[src/rtl/pairdac_pkg.sv]
package pairdac_pkg;

    localparam int DATA_W = 8;

    typedef logic [DATA_W-1:0] dac_word_t;

    typedef struct packed {
        dac_word_t a;
        dac_word_t b;
    } code_pair_t;

    localparam code_pair_t PAIR_ZERO = '{a: '0, b: '0};

    function automatic logic selected(input logic sel_n);
        return ~sel_n;
    endfunction

endpackage

[src/rtl/pairdac_hold.sv]
module pairdac_hold
    import pairdac_pkg::*;
(
    input  logic      clk,
    input  logic      rst,
    input  logic      sel_n,
    input  dac_word_t din,
    output dac_word_t held
);

    dac_word_t held_q;

    always_ff @(negedge clk) begin
        if (rst)
            held_q <= '0;
        else if (selected(sel_n))
            held_q <= din;
    end

    assign held = held_q;

    assert_hold_capture_R2: assert property (@(negedge clk) disable iff (rst)
        !sel_n |=> held == $past(din));

    assert_hold_frozen_R5: assert property (@(negedge clk) disable iff (rst)
        sel_n |=> $stable(held));

    assert_hold_reset_R1: assert property (@(negedge clk)
        rst |=> held == '0);

endmodule

[src/rtl/pairdac_out.sv]
module pairdac_out
    import pairdac_pkg::*;
(
    input  logic       clk,
    input  logic       rst,
    input  logic       sel_n,
    input  dac_word_t  din,
    input  dac_word_t  held,
    output code_pair_t codes,
    output logic       upd
);

    code_pair_t codes_q;
    logic       upd_q;

    always_ff @(posedge clk) begin
        if (rst) begin
            codes_q <= PAIR_ZERO;
            upd_q   <= 1'b0;
        end else begin
            upd_q <= selected(sel_n);
            if (selected(sel_n)) begin
                codes_q.a <= din;
                codes_q.b <= held;
            end
        end
    end

    assign codes = codes_q;
    assign upd   = upd_q;

    assert_joint_load_R3: assert property (@(posedge clk) disable iff (rst)
        !sel_n |=> (codes.a == $past(din)) && (codes.b == $past(held)));

    assert_codes_frozen_R6: assert property (@(posedge clk) disable iff (rst)
        sel_n |=> $stable(codes));

    assert_strobe_on_R7: assert property (@(posedge clk) disable iff (rst)
        !sel_n |=> upd);

    assert_strobe_off_R7: assert property (@(posedge clk) disable iff (rst)
        sel_n |=> !upd);

    assert_out_reset_R1: assert property (@(posedge clk)
        rst |=> (codes == PAIR_ZERO) && !upd);

endmodule

[src/rtl/pairdac_front.sv]
module pairdac_front
    import pairdac_pkg::*;
(
    input  logic              clk,
    input  logic              rst,
    input  logic              sel_n,
    input  logic [DATA_W-1:0] din,
    output logic [DATA_W-1:0] code_a,
    output logic [DATA_W-1:0] code_b,
    output logic              upd
);

    dac_word_t  held_w;
    code_pair_t codes_w;

    pairdac_hold u_hold (
        .clk   (clk),
        .rst   (rst),
        .sel_n (sel_n),
        .din   (din),
        .held  (held_w)
    );

    pairdac_out u_out (
        .clk   (clk),
        .rst   (rst),
        .sel_n (sel_n),
        .din   (din),
        .held  (held_w),
        .codes (codes_w),
        .upd   (upd)
    );

    assign code_a = codes_w.a;
    assign code_b = codes_w.b;

endmodule

[config.mk]
export PLATFORM = sky130hd
export DESIGN_NAME = pairdac_front
export DESIGN_NICKNAME = d
export VERILOG_FILES = /design/src/rtl/pairdac_pkg.sv /design/src/rtl/pairdac_hold.sv /design/src/rtl/pairdac_out.sv /design/src/rtl/pairdac_front.sv
export SDC_FILE = /design/constraint.sdc
export NUM_CORES = 1
export LEC_CHECK = 0
export ABC_AREA = 1
export CAP_MARGIN = 5
export CORE_MARGIN = 2
export CORE_UTILIZATION = 46
export DETAILED_ROUTE_END_ITERATION = 7
export PLACE_DENSITY = 0.77
export REMOVE_ABC_BUFFERS = 1
export SKIP_LAST_GASP = 1
export SLEW_MARGIN = 40
export SYNTH_ARGS = -nofsm -noshare
export SYNTH_HDL_FRONTEND = slang
export SYNTH_SLANG_ARGS = --single-unit
[constraint.sdc]
create_clock -name clk -period 1.2 [get_ports clk]
set_input_delay 0.12 -clock clk [delete_from_list [all_inputs] [get_ports clk]]
set_output_delay 0.12 -clock clk [all_outputs]
set_load 0.02 [all_outputs]
==> run_results.csv, run 1 <==
group,metric,value,unit
setup_path,path_class,"flop to flop",
placement,portBuffers,27,
drt,ant_nets,0,
grt,grt_pass1_wl,3.298,mm
grt,antenna_found_initial,0,
synth,synth.distinct_cells,15,
synth,synth_area,903.4,µm²
finish,antenna_cells,0,
drt,drcViolationCount,0,
drt,drt_first_iter_violations,10,
placement,place_area,0.001279,mm²
power,p_leak,0.6523,nW
clock_tree,root_buffer,"clkbuf_4",
min_path,min_from,"sel_n",
die,row_count,16,
synth,yosysTopAreaCell,"dfxtp_1",
clock_tree,clk_pin_slew,0.13,ns
timing,drv_slew,0,
timing,final_hold_viol_count,0,
clock_tree,cts_sinks,25,
finish,fin_nets,160,
clock_tree,cts_setup_buffers,0,
timing,setup_ws,-0.02427,ns
synth,ys_seq_area_share,55.40,%
setup_path,crit_path_end_kind,"flop",
finish,drive_above_1_share,25.00,%
finish,multi_input_area,325.3,µm²
die,dieHeight,48.32,µm
synth,syn-instance-count,99,
grt,grt_pass1_vias,798,
grt,grt_max_degree,14,
power,ir_drop,909.1,µV
timing,tightest_slew,0.2230,ns
setup_path,reg2reg_from,"u_hold.held[5]",
timing,clock_skew,0.06065,ns
synth,synth_top_area_share,55.40,%
timing,slew-limit-headroom,85.12,%
outcome,violations,"negative setup slack",
clock_tree,numCtsBuffers,3,
clock_tree,clkLatencyLatePin,0.38,ns
synth,synth_area_leaders,"dfxtp_1 55%, nand2_1 9.6%, a21oi_1 6.6%",
clock_tree,htree_levels,1,
clock_tree,cts_tree,"yes",
grt,grt.total_usage,18.45,%
grt,gr-total-overflow,0,
setup_path,cp.arrival,1.46,ns
outcome,status,"complete, but fails checks",
die,die_x,48.32,µm
clock_tree,clockBufferDepth,2,
synth,ys_warn_count,0,
drt,viasPerCell,4.566,
job,max-cap-violations,0,
die,core,0.001902,mm²
setup_path,cp_max_fo,2,
drt,drt-total-wl,1.912,mm
finish,final-seq-area,505.5,µm²
finish,area_delta_synth_final,50.83,%
min_path,hp-class,"input pin to flop",
finish,fillers,144,
synth,ys_ff_latch,25,
finish,fin_area,0.001363,mm²
drt,routedWlPerCell,10.93,µm
setup_path,start_kind,"flop",
die,start_util,47.50,%
die,num_io_pins,28,
drt,route.vias.total,799,
finish,utilization,71.64,%
timing,rsz0062_at_grt,"true",
die,die-area,0.002334,mm²
placement,dpl.hpwl,1.378,mm
timing,setup_viol,5,
clock_tree,holdBufCountCts,0,
placement,gp_congestion,0.7563,
setup_path,cp-startpoint,"u_hold.held[5]",
synth,syn_avg_cell_area,9.125,µm²
setup_path,critical_path_required,1.44,ns
power,p_per_area,1216,mW/mm²
drt,dr.pass1.iters,4,
layout by cell type, fill, tap and decap left out, drive strengths merged:
master         count
clkdlybuf4s50      9
o21ai              7
inv               10
nand2             26
clkdlybuf4s15      1
bufbuf             1
dfxtp             25
clkbuf             4
buf               16
a21oi             17
nor2              15
dlygate4sd2       17
metal layers:
| layer | routed length (µm) | share of wire (%) | track usage (%) | vias up |
|---|---|---|---|---|
| met4 | 57 | 3.0 | 12.86 | 0 |
| li1 | - | - | - | 416 |
| met2 | 973 | 51 | 30.79 | 19 |
| met1 | 809 | 42 | 21.23 | 360 |
| met3 | 73 | 3.8 | 3.704 | 4 |
| met5 | 0 | 0 | 0 | - |
final cells by class:
type,count,share of cell area (%)
Inverter,2,1.102
Tap cell,27,2.479
Timing Repair Buffer,44,31.31
Sequential cell,25,37.10
Clock buffer,4,1.928
Clock inverter,8,2.204
Multi-Input combinational cell,65,23.88
cells in the mapped netlist (all sizes together):
cell and number:
nand2 26, dfxtp 25, a21oi 17, nor2 15, o21ai 7, buf 6, inv 3
repair_timing:
item / 4_1_cts / 5_1_grt
pin swaps: 0 / 3
setup endpoints to repair: 33 / 9
cloned: 1 / 0
gates resized for setup: 27 / 7
state kept, by name (all words and copies together), names as in the netlist:
signal / count
u_out.codes: 16
u_out.upd: 1
u_hold.held: 8
critical path, cell delays in order (launching register included):
cell and delay (ns):
dfxtp_2 0.32, o21ai_2 0.12, nor2_1 0.04
per-stage QoR:
step / worst slack, ns / power [mW] / hold WS (ns) / setup TNS [ns] / std cells
4_1_cts: -0.02178 / 1.662 / 0.3909 / -0.04220 / 175
3_3_place_gp: -0.5188 / 1.242 / 0.4468 / -4.296 / 163
6_report: -0.02427 / 1.657 / 0.3865 / -0.04985 / 175
5_1_grt: -0.07146 / 1.756 / 0.4095 / -0.4079 / 175
2_1_floorplan: 0.03065 / 1.065 / 0.1824 / 0 / 93
3_5_place_dp: -0.5365 / 1.249 / 0.4552 / -4.518 / 163
logic make-up (layout without fill, tap and decap cells):
group / Yosys count / in the layout / share of synthesized area [%]
simple gates: 41 / 41 / 18.97
compound gates: 24 / 24 / 15.37
buf+inv: 9 / 58 / 10.25
flops: 25 / 25 / 55.40
report_power, final:
group | internal, mW | switching (mW)
clock | 0.165 | 0.307
combinational | 0.145 | 0.139
sequential | 0.879 | 0.0226
total | 1.19 | 0.468
worst paths after layout:
check | end | slack (ns) | cells after the start
worst max register to register | u_out.codes[5] | -0.02 | 2
worst min register to register | u_hold.held[1] | 0.47 | 2
worst max-delay path | u_out.codes[5] | -0.02 | 2
worst min-delay path | u_out.codes[14] | 0.39 | 4
No activity file was read; power rests on OpenSTA's default activity.
==> run 2, diff against run 1 <==
- GPL_TIMING_DRIVEN: default -> 0
- clock period: 1.2 -> 1.43 ns (I/O delays scaled with it)
==> run 2 against run 1 <==
  * The run now ends clean
  * Sequential share of layout area increased by 4.1 points
  * Die area stayed put
  * Core utilization is 7.7 points lower
  * Global-route usage down 5.0 points
  * Critical endpoint is now upd
  * First-iteration DRC count decreased by 70%
  * Hold slack got worse by 0.14 ns
  * Register-to-register slack better by 0.09 ns
  * Clock power is 19% lower
  * Critical path depth decreased by 1
  * Largest power group unchanged
  * Via count fell by 10%
  * Final cell count decreased by 9.7%
==> run_results.csv, run 2 (synthesis gave the netlist of run 1 again) <==
group,metric,value,unit
outcome,status,"finished clean",
min_path,hp-class,"input pin to flop",
finish,layout_commonest_cell,"dfxtp_1",
power,p_per_area,1085,mW/mm²
setup_path,cp.arrival,1.23,ns
drt,routedWlPerCell,9.696,µm
drt,drt_first_iter_violations,3,
setup_path,start_kind,"flop",
die,dieHeight,48.32,µm
timing,tightest_slew,0.4730,ns
setup_path,cpLargestDelayFamily,"buffers and inverters",
setup_path,path_class,"flop to output port",
drt,viasPerCell,4.551,
clock_tree,htree_levels,1,
power,swShare,27.85,%
setup_path,r2r_cells,2,
job,max-cap-violations,0,
grt,grt_pass1_vias,592,
clock_tree,cts_tree,"yes",
timing,finalCriticalPeriod,1.372,ns
drt,ant_nets,0,
placement,portBuffers,27,
drt,drt-total-wl,1.532,mm
clock_tree,clkLatencyLatePin,0.38,ns
finish,fin_nets,143,
power,p_switching,0.3676,mW
setup_path,cp_cell_sequence,"clkdlybuf4s50_1",
finish,drive_above_1_share,10.69,%
die,start_util,47.50,%
finish,stdcell_count,158,
finish,antenna_cells,0,
grt,grt.total_usage,13.43,%
grt,use_met1,16.10,%
placement,placed_cells,147,
timing,final.setup.tns,0,ns
power,p_clk_share,28.8,%
timing,hold_slack,0.2447,ns
clock_tree,clk_pin_slew,0.14,ns
finish,multi_input_area,310.3,µm²
grt,grtUsageMet2,22.69,%
grt,antenna_found_initial,0,
setup_path,rrSetupSlack,0.07,ns
finish,fillers,160,
timing,final_hold_viol_count,0,
grt,use_met3,2.778,%
timing,clock_skew,0.05563,ns
drt,route.vias.total,719,
timing,post-route-period-util,95.95,%
grt,gr-total-overflow,0,
die,die_x,48.32,µm
setup_path,reg2reg_to,"u_out.codes[7]",
power,internal_power,0.9523,mW
setup_path,crit_path_end_kind,"output port",
setup_path,cp_max_fo,1,
drt,drcViolationCount,0,
finish,final-seq-area,500.5,µm²
finish,mostFrequentLayoutCells,"25 x dfxtp_1, 23 x nand2_1, 16 x dlymetal6s2s_1, 15 x nor2_1, 12 x a21oi_1",
clock_tree,numCtsBuffers,3,
clock_tree,root_buffer,"clkbuf_4",
grt,top_usage_layer,"met2",
power,ir_drop,702.5,µV
setup_path,reg2reg_from,"u_hold.held[7]",
finish,utilization,63.95,%
setup_path,crit_buf_inv,1,
finish,area_delta_synth_final,34.63,%
power,p_comb_share,14.1,%
power,pwr-share-seq,57.0,%
power,p_total,1.320,mW
timing,slew-limit-headroom,68.47,%
grt,grt_max_degree,27,
min_path,min_from,"rst",
grt,grt_pass1_wl,2.484,mm
placement,dpl.hpwl,1.067,mm
min_path,whs_path_depth,2,
power,p_leak,0.7362,nW
timing,clock.fmax,728.9,MHz
drt,dr.pass1.iters,3,
clock_tree,clockBufferDepth,2,
placement,gp_congestion,0.7661,
die,row_count,16,
timing,drv_slew,0,
setup_path,max_stage_delay,0.59,ns
die,num_io_pins,28,
setup_path,cp_slowest_cell,"clkdlybuf4s50_1",
min_path,whs_endpoint,"u_out.codes[15]",
setup_path,critical_path_required,1.29,ns
clock_tree,cts_setup_buffers,0,
setup_path,cp-startpoint,"u_out.upd",
clock_tree,cts_sinks,25,
timing,setup_viol,0,
die,die-area,0.002334,mm²
finish,largest_reg_flops,16,
die,core,0.001902,mm²
==> run 2: cell types whose count changed in the layout (fill, tap and decap cells not counted), sizes merged <==
cell	delta
dlymetal6s2s	+16
buf	-15
clkdlybuf4s15	-1
bufbuf	-1
dlygate4sd2	-17
clkinv	+1
==> run 2: metrics by stage <==
step / worst slack (ns) / cell area [µm²]
2_1_floorplan: 0.1457 / 829.5
3_3_place_gp: -1.033 / 1134
3_5_place_dp: -0.6498 / 1129
4_1_cts: 0.001307 / 1180
5_1_grt: -0.002339 / 1216
6_report: 0.05799 / 1216
==> run 2: power by group through the flow <==
stage               Combinational, mW  Sequential [mW]  Clock, mW
detailed placement              0.194            0.769     0.0388
global route                    0.203            0.757      0.433
floorplan                      0.0550            0.800     0.0388
global placement                0.194            0.767     0.0388
finish                          0.187            0.753      0.380
CTS                             0.194            0.754      0.387
==> run 2: what timing repair did <==
item / 4_1_cts / 5_1_grt
gates resized for setup: 1 / 19
hold buffers: 0 / 0
setup endpoints to repair: 8 / 20
==> run 2: area by class of cell <==
type	instances	area share, %
Multi-Input combinational cell	65	25.51
Tap cell	27	2.778
Inverter	2	1.235
Timing Repair Buffer	27	24.69
Clock buffer	3	1.852
Sequential cell	25	41.15
Clock inverter	9	2.778
==> run 2: metal layers <==
| metal | share of wire, % | routed length, µm | vias up |
|---|---|---|---|
| met2 | 50 | 763 | 14 |
| met3 | 4.0 | 62 | 2 |
| met4 | 1.4 | 22 | 0 |
| li1 | - | - | 380 |
| met1 | 45 | 683 | 323 |
| met5 | 0 | 0 | - |
==> run 2: worst max-delay path by stage <==
stage | endpoint | slack, ns | cells past startpoint
floorplan | u_out.codes[0] | 0.15 | 2
finish | upd | 0.06 | 1
detailed placement | u_hold.held[0] | -0.65 | 2
global placement | u_hold.held[2] | -1.03 | 4
CTS | code_a[5] | 0.001 | 1
global route | upd | -0.002 | 1
==> run 3, diff against run 2 <==
--- a/config.mk
+++ b/config.mk
@@ -9,10 +9,12 @@
 export CAP_MARGIN = 5
+export CELL_PAD_IN_SITES_DETAIL_PLACEMENT = 1
+export CELL_PAD_IN_SITES_GLOBAL_PLACEMENT = 1
 export CORE_MARGIN = 2
-export CORE_UTILIZATION = 46
+export CORE_UTILIZATION = 35
 export DETAILED_ROUTE_END_ITERATION = 7
 export GPL_TIMING_DRIVEN = 0
-export PLACE_DENSITY = 0.77
+export PLACE_DENSITY = 0.79
 export REMOVE_ABC_BUFFERS = 1
 export SKIP_LAST_GASP = 1
-export SLEW_MARGIN = 40
+export SLEW_MARGIN = 20
 export SYNTH_ARGS = -nofsm -noshare
==> constraint.sdc (replaced) <==
create_clock -name clk -period 1.43 [get_ports clk]
set_input_delay 0.429 -clock clk [delete_from_list [all_inputs] [get_ports clk]]
set_output_delay 0.429 -clock clk [all_outputs]
set_load 0.02 [all_outputs]
==> run 3 against run 2 <==
  * Setup slack worse by 0.015 ns
  * Clock skew up 0.014 ns
  * Combinational power down 3%
  * Critical path type is now input pin to flop
  * Total power rose by 2.0%
  * Via count grew 6.8%
  * Count of clock-buffer cells in the layout is 1 higher
  * Largest cell class unchanged
  * Global-route usage rose by 1.1 points
  * Final cell count rose by 5.7%
  * Critical path depth grew 3
  * Sequential cell count unchanged
==> run_results.csv, run 3 (synthesis gave the netlist of run 1 again) <==
group,metric,value,unit
drt,routedWlPerCell,11.98,µm
finish,area_delta_synth_final,27.70,%
setup_path,start_kind,"input pin",
grt,gr-total-overflow,0,
clock_tree,root_buffer,"clkbuf_4",
finish,fin_area,0.001154,mm²
job,max-cap-violations,0,
grt,grt_max_degree,27,
placement,portBuffers,27,
power,swShare,29.72,%
timing,drv_slew,0,
power,p_leak,0.5471,nW
finish,layout_commonest_cell,"dfxtp_1",
grt,antenna_found_initial,0,
placement,gp_congestion,0.6506,
die,start_util,36.80,%
die,die-area,0.003004,mm²
finish,fin_nets,149,
finish,drive_above_1_share,29.20,%
finish,largest_reg_flops,16,
timing,rsz0062_at_grt,"false",
die,die_x,54.81,µm
die,row_count,18,
clock_tree,cts_tree,"yes",
timing,tightest_slew,0.3993,ns
setup_path,cp_max_fo,26,
placement,placed_cells,150,
grt,grt_pass1_wl,3.098,mm
finish,fillers,309,
power,internal_power,0.9460,mW
placement,pre_cts_slack,-1.441,ns
drt,ant_nets,0,
finish,antenna_cells,0,
setup_path,critical_path_required,0.96,ns
power,p_switching,0.4000,mW
clock_tree,numCtsBuffers,3,
grt,grt.total_usage,14.51,%
die,dieHeight,54.81,µm
clock_tree,htree_levels,1,
timing,final.setup.tns,0,ns
timing,final_hold_viol_count,0,
placement,place_area,0.001137,mm²
clock_tree,clockBufferDepth,2,
setup_path,crit_path_end_kind,"flop",
finish,mostFrequentLayoutCells,"24 x dfxtp_1, 22 x nand2_1, 15 x nor2_1, 15 x clkbuf_2, 11 x a21oi_1",
power,p_per_area,1167,mW/mm²
power,pwr-share-seq,56.2,%
outcome,status,"finished clean",
power,p_comb_share,13.5,%
drt,viasPerCell,4.599,
clock_tree,clkLatencyLatePin,0.39,ns
die,num_io_pins,28,
timing,setup_viol,0,
power,p_total,1.346,mW
placement,dpl.hpwl,1.298,mm
drt,drt-total-wl,2.001,mm
timing,clock_skew,0.06984,ns
drt,route.vias.total,768,
drt,drcViolationCount,0,
min_path,hp-class,"input pin to flop",
setup_path,path_class,"input pin to flop",
setup_path,cp.arrival,0.92,ns
drt,dr.pass1.iters,4,
die,core,0.002455,mm²
grt,grt_pass1_vias,701,
clock_tree,cts_sinks,25,
finish,stdcell_count,167,
drt,drt_first_iter_violations,3,
setup_path,rrSetupSlack,0.07,ns
clock_tree,clk_pin_slew,0.13,ns
timing,setup_ws,0.04303,ns
power,p_clk_share,30.4,%
power,ir_drop,1061,µV
timing,slew-limit-headroom,73.38,%
## run 3: cell types whose count changed in the layout (fill, tap and decap cells not counted), sizes merged
cell	change
buf	+8
clkbuf	+15
clkdlybuf4s15	+1
clkdlybuf4s50	-9
clkinv	-1
dlygate4sd2	+7
dlymetal6s2s	-15
## run 3: worst max-delay path, cell delays in order
cell and delay [ns]:
buf_6 0.20, inv_8 0.10, nand2_1 0.11, a21oi_1 0.07
## run 3: final cells by class
type / count / area, µm² / area share [%]
clock buffer: 4 / 26.28 / 2.278
clock inverter: 8 / 30.03 / 2.603
inverter: 2 / 15.01 / 1.302
multi-input combinational: 65 / 316.6 / 27.44
sequential: 25 / 501.7 / 43.49
tap: 30 / 37.54 / 3.254
timing repair buffer: 33 / 226.5 / 19.63
## run 3: power by group through the flow
stage	clock, mW	combinational [mW]	sequential (mW)
after detailed placement	0.0388	0.202	0.769
after CTS	0.419	0.190	0.755
after floorplan	0.0388	0.0550	0.800
after global routing	0.467	0.200	0.759
after global placement	0.0388	0.196	0.768
final	0.409	0.182	0.756
## run 3: per-layer routing
layer / track usage [%] / vias up / wire (µm)
met5: 0 / - / 0
met4: 2.500 / 0 / 12
met3: 6.011 / 2 / 126
met2: 24.80 / 23 / 1021
met1: 17.00 / 354 / 840
li1: - / 389 / -
## run 3: path summary, 6_finish.rpt
check / from / end / cells past startpoint
worst min-delay path: sel_n / u_out.upd / 2
worst max-delay path: sel_n / u_hold.held[2] / 4
worst min register to register: u_hold.held[3] / u_hold.held[3] / 2
worst max register to register: u_hold.held[5] / u_out.codes[5] / 2
## run 3: through the flow
step | utilization [%] | hold slack [ns]
finish | 46.99 | 0.4101
global route | 46.99 | 0.4114
CTS | 49.44 | 0.3987
detailed placement | 46.33 | 0.4603
global placement | 46.33 | 0.4506
floorplan | - | 0.4336
## run 3: what timing repair did
item,in CTS,in global routing
buffers inserted,5,1
endpoints found under the setup margin,41,22
pin swaps,7,2
endpoints found under the hold margin,0,0
gates resized for setup,52,27
hold buffers,0,0
